### src/rtl/show_cycle_pkg.sv
package show_cycle_pkg;
  localparam int TYPE_W = 4;
  localparam int FC_W   = TYPE_W - 1;
  localparam logic [TYPE_W-1:0] TYPE_IDLE = '1;

  typedef enum logic [1:0] {
    SC_IDLE = 2'd0,
    SC_ADDR = 2'd1,
    SC_DATA = 2'd2
  } sc_state_e;

  // positions inside the type code
  localparam int TB_ORIGIN = 0;
  localparam int TB_PRIV   = 1;
  localparam int TB_KIND   = 2;
  localparam int TB_QUAL   = 3;
endpackage

### src/rtl/sc_type_encode.sv
module sc_type_encode
  import show_cycle_pkg::*;
(
  input  logic            is_dma,
  input  logic [FC_W-1:0] fc,
  input  logic            user,
  input  logic            instr,
  input  logic            qual_n,
  output logic [TYPE_W-1:0] type_code
);
  logic [FC_W-1:0] core_bits;

  always_comb begin
    core_bits[TB_PRIV-1] = user;
    core_bits[TB_KIND-1] = ~instr;
    core_bits[TB_QUAL-1] = qual_n;
  end

  always_comb begin
    type_code[TB_ORIGIN] = is_dma;
    type_code[TYPE_W-1:1] = is_dma ? fc : core_bits;
  end
endmodule

### src/rtl/sc_strobe_decode.sv
module sc_strobe_decode
  import show_cycle_pkg::*;
(
  input  logic              addr_phase,
  input  logic [TYPE_W-1:0] type_code,
  output logic              ptrace_n,
  output logic              resv_n
);
  logic core_flagged;

  always_comb begin
    core_flagged = addr_phase && !type_code[TB_ORIGIN] && !type_code[TB_QUAL];
    ptrace_n = !(core_flagged && !type_code[TB_KIND]);
    resv_n   = !(core_flagged &&  type_code[TB_KIND]);
  end
endmodule

### src/rtl/sc_phase_seq.sv
module sc_phase_seq
  import show_cycle_pkg::*;
#(
  parameter int AW = 32,
  parameter int DW = 32
) (
  input  logic              clk,
  input  logic              rst_n,
  input  logic              req_valid,
  output logic              req_ready,
  input  logic              req_cont,
  input  logic [AW-1:0]     req_addr,
  input  logic [DW-1:0]     req_data,
  input  logic              req_write,
  input  logic [TYPE_W-1:0] req_type,
  output logic [AW-1:0]     ext_addr,
  output logic [DW-1:0]     ext_data,
  output logic [TYPE_W-1:0] ext_type,
  output logic              ext_write,
  output logic              addr_phase,
  output logic              data_phase
);
  sc_state_e         state_q, state_d;
  logic [AW-1:0]     addr_q;
  logic [DW-1:0]     data_q;
  logic              write_q;
  logic [TYPE_W-1:0] type_q;
  logic              take;

  assign req_ready = (state_q == SC_IDLE);
  assign take      = req_valid && req_ready && !req_cont;

  always_comb begin
    state_d = state_q;
    unique case (state_q)
      SC_IDLE: if (take) state_d = SC_ADDR;
      SC_ADDR: state_d = type_q[TB_KIND] ? SC_DATA : SC_IDLE;
      SC_DATA: state_d = SC_IDLE;
      default: state_d = SC_IDLE;
    endcase
  end

  always_ff @(posedge clk) begin
    if (!rst_n) begin
      state_q <= SC_IDLE;
      addr_q  <= '0;
      data_q  <= '0;
      write_q <= 1'b0;
      type_q  <= TYPE_IDLE;
    end else begin
      state_q <= state_d;
      if (take) begin
        addr_q  <= req_addr;
        data_q  <= req_data;
        write_q <= req_write;
        type_q  <= req_type;
      end
    end
  end

  always_comb begin
    addr_phase = (state_q == SC_ADDR);
    data_phase = (state_q == SC_DATA);
    ext_addr   = addr_phase ? addr_q : '0;
    ext_type   = addr_phase ? type_q : TYPE_IDLE;
    ext_data   = data_phase ? data_q : '0;
    ext_write  = (addr_phase || data_phase) ? write_q : 1'b0;
  end
endmodule

### src/rtl/show_cycle_driver.sv
module show_cycle_driver
  import show_cycle_pkg::*;
#(
  parameter int AW = 32,
  parameter int DW = 32
) (
  input  logic              clk,
  input  logic              rst_n,
  input  logic              req_valid,
  output logic              req_ready,
  input  logic [AW-1:0]     req_addr,
  input  logic [DW-1:0]     req_data,
  input  logic              req_write,
  input  logic              req_instr,
  input  logic              req_user,
  input  logic              req_qual_n,
  input  logic              req_cont,
  input  logic              req_dma,
  input  logic [2:0]        dma_fc,
  output logic [AW-1:0]     ext_addr,
  output logic [DW-1:0]     ext_data,
  output logic [3:0]        ext_type,
  output logic              ext_write,
  output logic              addr_phase,
  output logic              data_phase,
  output logic              start,
  output logic              ptrace_n,
  output logic              resv_n
);
  logic [TYPE_W-1:0] enc_type;

  sc_type_encode u_enc (
    .is_dma    (req_dma),
    .fc        (dma_fc),
    .user      (req_user),
    .instr     (req_instr),
    .qual_n    (req_qual_n),
    .type_code (enc_type)
  );

  sc_phase_seq #(.AW(AW), .DW(DW)) u_seq (
    .clk        (clk),
    .rst_n      (rst_n),
    .req_valid  (req_valid),
    .req_ready  (req_ready),
    .req_cont   (req_cont),
    .req_addr   (req_addr),
    .req_data   (req_data),
    .req_write  (req_write),
    .req_type   (enc_type),
    .ext_addr   (ext_addr),
    .ext_data   (ext_data),
    .ext_type   (ext_type),
    .ext_write  (ext_write),
    .addr_phase (addr_phase),
    .data_phase (data_phase)
  );

  sc_strobe_decode u_dec (
    .addr_phase (addr_phase),
    .type_code  (ext_type),
    .ptrace_n   (ptrace_n),
    .resv_n     (resv_n)
  );

  assign start = addr_phase;
endmodule

### config.mk
export PLATFORM = sky130hd
export DESIGN_NAME = show_cycle_driver
export DESIGN_NICKNAME = d
export VERILOG_FILES = /design/src/rtl/show_cycle_pkg.sv /design/src/rtl/sc_type_encode.sv /design/src/rtl/sc_strobe_decode.sv /design/src/rtl/sc_phase_seq.sv /design/src/rtl/show_cycle_driver.sv
export SDC_FILE = /design/constraint.sdc
export NUM_CORES = 1
export LEC_CHECK = 0
export ABC_CLOCK_PERIOD_IN_PS = 1700
export CELL_PAD_IN_SITES_DETAIL_PLACEMENT = 0
export CELL_PAD_IN_SITES_GLOBAL_PLACEMENT = 2
export CORE_MARGIN = 1.5
export CORE_UTILIZATION = 21
export DETAILED_ROUTE_END_ITERATION = 8
export PLACE_DENSITY = 0.78
export SLEW_MARGIN = 20
export SYNTH_ARGS = -nofsm -noshare
export SYNTH_HDL_FRONTEND = slang
export SYNTH_SLANG_ARGS = --single-unit
### constraint.sdc
create_clock -name clk -period 1.7 [get_ports clk]
set_input_delay 0.34 -clock clk [delete_from_list [all_inputs] [get_ports clk]]
set_output_delay 0.34 -clock clk [all_outputs]
set_load 0.01 [all_outputs]
### Word-level counts from Yosys, hierarchy flattened

Cells that the tools add are included.

| storage, ports and cells | value |
|---|---|
| register bits after elaboration | 71 |
| logic and storage cells | 31 |
| output and inout bits | 75 |
| input bits | 76 |

| operators by class | value |
|---|---|
| bitwise logic cells | 1 |
| mux-type cells | 8 |
| reductions and logical operators | 14 |
| equal/unequal tests | 3 |

Operators with widths:

| operator | count |
|---|---|
| $mux W32 | 2 |
| $logic_and A1 B1 Y1 | 6 |
| $logic_not A1 Y1 | 6 |
| $mux W2 | 2 |
| $mux W4 | 1 |
| $pmux W2 S2 | 1 |
| $mux W3 | 1 |
| $eq A2 B1 Y1 const B | 1 |
| $eq A2 B2 Y1 const B | 1 |
| $logic_not A2 Y1 | 1 |
| $ne A2 B2 Y1 const B | 1 |
| $logic_or A1 B1 Y1 | 1 |
| $mux W1 | 1 |
| $not A1 Y1 | 1 |

### Depth between registers and ports, before layout

| logic depth | value |
|---|---|
| word-level depth | 7 |
| depth in mapped cells | 8 |
| depth with buffers taken out | 5 |

### By module

From an unflattened synthesis, not the netlist that was laid out.

| unflattened totals | value |
|---|---|
| cells, all modules | 402 |
| area, all modules | 3,240.6 µm² |

Modules (own cells, without submodules):

| module | seq. area each (µm²) | cells each | area an instance (µm²) | times used |
|---|---|---|---|---|
| sc_phase_seq | 1,421.4 | 394 | 3,173.0 | 1 |
| sc_type_encode | 0.0 | 5 | 38.8 | 1 |
| sc_strobe_decode | 0.0 | 2 | 21.3 | 1 |
| show_cycle_driver | 0.0 | 1 | 7.5 | 1 |

### Least setup slack after synthesis

OpenSTA, ideal clock, no wires.

| timing | value |
|---|---|
| kind | reg2out |
| start | register u_seq.state_q[1] |
| end | output port ptrace_n |
| buffers on the path | 1 |
| required time | 1.360 ns |
| cell stages (with the launch flop) | 6 |
| path slack | 0.065 ns |
| data arrival time | 1.295 ns |
| path through | dfxtp_1 > inv_1 > ha_1 > clkbuf_2 > nand2b_1 > or3_1 |

| on the way | value |
|---|---|
| elaborated cells on any way between the ends | 9 |
| those cells by class | eq/ne (1); mux (1); reduce/logical (7) |

RTL lines:

| element | RTL line | RTL |
|---|---|---|
| start, declared | sc_phase_seq.sv:23 | `sc_state_e state_q, state_d;` |
| start signal, assigned | sc_phase_seq.sv:51 | `state_q <= state_d;` |
| $eq A2 B1 Y1 | sc_phase_seq.sv:62 | `addr_phase = (state_q == SC_ADDR);` |
| via addr_phase | show_cycle_driver.sv:24 | `output logic addr_phase,` |
| $mux W4 | sc_phase_seq.sv:65 | `ext_type = addr_phase ? type_q : TYPE_IDLE;` |
| via ext_type[3] | show_cycle_driver.sv:22 | `output logic [3:0] ext_type,` |
| $logic_not A1 Y1 | sc_strobe_decode.sv:12 | `core_flagged = addr_phase && !type_code[TB_ORIGIN] && !type_code[TB_QUAL];` |
| $logic_and A1 B1 Y1 | sc_strobe_decode.sv:12 |  |
| $logic_and A1 B1 Y1 | sc_strobe_decode.sv:13 | `ptrace_n = !(core_flagged && !type_code[TB_KIND]);` |
| $logic_not A1 Y1 | sc_strobe_decode.sv:13 |  |
| end, declared | show_cycle_driver.sv:27 | `output logic ptrace_n,` |

The timed path passes the listed nets, and every way through them passes these cells.

### Worst setup path after layout

| timing | value |
|---|---|
| start | register u_seq.state_q[1] |
| end | output port ext_addr[17] |

| on the way | value |
|---|---|
| cells in the longest elaborated chain, start to end | 2 |

Ends and longest elaborated chain:

| element | RTL line | RTL |
|---|---|---|
| $eq A2 B1 Y1 | sc_phase_seq.sv:62 |  |
| $mux W32 | sc_phase_seq.sv:64 | `ext_addr = addr_phase ? addr_q : '0;` |
| end, declared | show_cycle_driver.sv:20 | `output logic [AW-1:0] ext_addr,` |

No other way between the ends.

==> flow_summary.toml <==
[clock_network]
cts_tree = "done"
cts_num_sinks = 71
clock_path_buffers = 2
cts-root-buf = "clkbuf_16"
cts_hold_buffers = 0
cts_htree_levels = 3
cts_made_buffers = 9
clock_latency_ns = 0.33
cts.clk_slew.worst_paths_ns = 0.06

[sta]
slew_violations = 0
hold_slack_ns = 0.311
worstMarginPinSlew_ns = 0.450
hold_violations = 0
clock_skew_ns = 0.00334
fin_crit_sh = 1.06
final.setup.tns_ns = -3.66
fmax_mhz = 557
setup_violations = 66
fin_crit_ns = 1.79
slew-limit-headroom = 0.697
rsz0062_at_grt = "yes"
fin_ws_ns = -0.0939

[floorplanning]
rows = 44
die_y_microns = 126
initial_utilization = 0.217
chipWidth_microns = 126
io_pins = 151
core_area_sq_um = 14600
design.die.area_sq_um = 15800

[critical_path]
start_kind = "flip-flop"
cp_max_fo = 16
worstSetupPathType = "reg2out"
worst_ep_required_time_ns = 1.36
r2r_cells = 8
r2r_end = "u_seq.addr_q[11]"
cp.arrival_ns = 1.45
r2r-start = "u_seq.state_q[1]"
endpoint_kind = "output port"
r2r_setup_slack_ns = 0.20

[global_routing]
track_usage = 0.129
grt_max_degree = 65
grt_pass1_wl_mm = 16.2
antenna_found_initial = 0
grt_overflow_total = 0
grt_pass1_vias = 3121

[hold_path]
whs_path_depth = 2
min_to = "u_seq.type_q[0]"
hold_path_startpoint = "rst_n"
hp-class = "in2reg"

[status]
status = "complete, but fails checks"
violations = "negative setup slack"

[pwr]
ir_drop_mv = 0.417
power.leakage_nw = 2.41
p_sw_frac = 0.311
p_sw_mw = 1.69
pwr-share-seq = 0.364
p_int_mw = 3.75
power_mw = 5.44
p_clk_frac = 0.312
power_density_nw_per_um2 = 1080
power_frac_comb = 0.324

[synthesis]
synth.area.mux_share = 0.00634
synth_xor_area_frac = 0
ys_seq_elements = 71
synth_area_per_cell_sq_um = 7.76
synthAdderAreaFrac = 0.0158
synth_top_family_by_area = "simple AND/OR/NAND/NOR gates"
yosys.area_share.simple = 0.451
synthDistinctLibCells = 23
netlist_area_sq_um = 3160
yosysWarnings = 0
ys_seq_area_frac = 0.450
synth_compound_area_frac = 0.0143
synth_cells = 407
synth.net_count = 487

[drt]
wl_per_cell_microns = 14.0
met3_length_microns = 745
detailroute.wirelength.met2_mm = 4.81
ant_nets = 0
drt-pass1-iter-count = 4
drc_errors = 0
via_per_inst = 4.34
highest_layer = "met4"
wl_mm = 10.3
dr.first_iter.drc_count = 119
wl_met1_mm = 4.63
num_vias = 3207

[placed_design]
dpl-instance-area_sq_um = 4900
gp_congestion = 0.713
io_buffers = 150
place_hpwl_mm = 6.65

[job]
drv_cap = 0

[finish]
n_fill_cell = 1539
fin_util = 0.345
drive_gt1_frac = 0.238
num_antenna_cells = 0
nets = 631
area_growth_pct = 59.1
stdcell_area_sq_um = 5030
metal layers:
metal	vias up	GRT usage
met5	-	0
met4	0	0.0374
met3	9	0.0506
met2	111	0.209
met1	1454	0.158
li1	1633	-
stage by stage:
step	std cells	worst slack, ns
floorplan	407	0.0646
global placement	719	-0.171
detailed placement	719	-0.171
CTS	738	-0.201
global route	739	-0.170
finish	739	-0.0939
cells in the mapped netlist:
cell	instances	share of area
a211oi_1	3	0.0071
nand3_1	132	0.21
buf_1	7	0.0083
clkbuf_1	15	0.018
nor2_1	5	0.0059
nand2_1	71	0.084
mux2i_1	2	0.0063
and3b_1	1	0.0028
inv_1	3	0.0036
or3_1	1	0.0020
nor2b_1	2	0.0040
and2_1	65	0.13
buf_6	1	0.0036
dfxtp_1	71	0.45
o21ai_0	3	0.0048
nand2b_1	4	0.0079
buf_4	3	0.0071
buf_2	10	0.016
ha_1	4	0.016
clkbuf_2	1	0.0016
nand3b_4	1	0.0063
a21boi_0	1	0.0024
buf_8	1	0.0048
worst max-delay path: stages (launching register included):
cell and delay [ns]:
dfxtp_2 0.33, inv_2 0.05, ha_4 0.16, buf_6 0.14, buf_16 0.15, and2_1 0.16
buf_2 0.14
flip-flops by register name, indices dropped and copies added (netlist names):
| signal | flops |
|---|---|
| u_seq.addr_q | 32 |
| u_seq.data_q | 32 |
| u_seq.state_q | 2 |
| u_seq.type_q | 4 |
| u_seq.write_q | 1 |
worst max path at each step:
stage	from	to	slack, ns	cells past startpoint
CTS	u_seq.state_q[1]	ptrace_n	-0.20	7
floorplan	u_seq.state_q[1]	ptrace_n	0.06	5
detailed placement	u_seq.state_q[0]	ext_addr[12]	-0.17	5
finish	u_seq.state_q[1]	ext_addr[17]	-0.09	6
global route	u_seq.state_q[1]	ptrace_n	-0.17	6
global placement	u_seq.state_q[1]	ext_addr[12]	-0.17	6
cell families after synthesis:
family	Yosys count
buffers and inverters	41
and+or+nand+nor	282
DFF	71
muxes	2
AOI/OAI and AO/OA	7
adders and majority gates	4
power by group through the flow:
stage | sequential (mW) | combinational (mW) | clock, mW
floorplan | 1.97 | 0.778 | 0
global placement | 1.99 | 1.53 | 0
detailed placement | 2.00 | 1.55 | 0
CTS | 1.98 | 1.78 | 1.79
global route | 2.00 | 1.94 | 1.86
finish | 1.98 | 1.76 | 1.70
layout make-up:
class | count | area, sq um | area share
inverter | 3 | 11.3 | 0.00224
tap | 184 | 230 | 0.0458
sequential | 71 | 1430 | 0.284
clock inverter | 5 | 25.0 | 0.00498
timing repair buffer | 171 | 1480 | 0.295
multi-input combinational | 295 | 1610 | 0.321
clock buffer | 10 | 239 | 0.0475
cell usage in the layout (no fill, tap or decap), types with 2 or more instances in the layout:
cell type,Yosys,routed
inv_2,0,2
nand2_1,71,71
buf_6,1,12
nand2b_1,4,3
o21ai_0,3,3
nor2b_1,2,2
clkdlybuf4s50_1,0,74
buf_16,0,2
dfxtp_1,71,69
mux2i_1,2,2
and2_1,65,55
nand3_1,132,132
nor2_1,5,5
clkbuf_16,0,10
buf_4,3,8
a211oi_1,3,3
clkinv_2,0,5
and2_4,0,10
ha_4,0,3
buf_12,0,6
buf_2,10,67
repair_timing:
item / 4_1_cts / 5_1_grt
pin swaps: 3 / 3
cloned: 2 / 2
buffers inserted: 2 / 1
setup endpoints to repair: 75 / 74
gates resized for setup: 317 / 17
No activity file was read; power rests on OpenSTA's default activity.
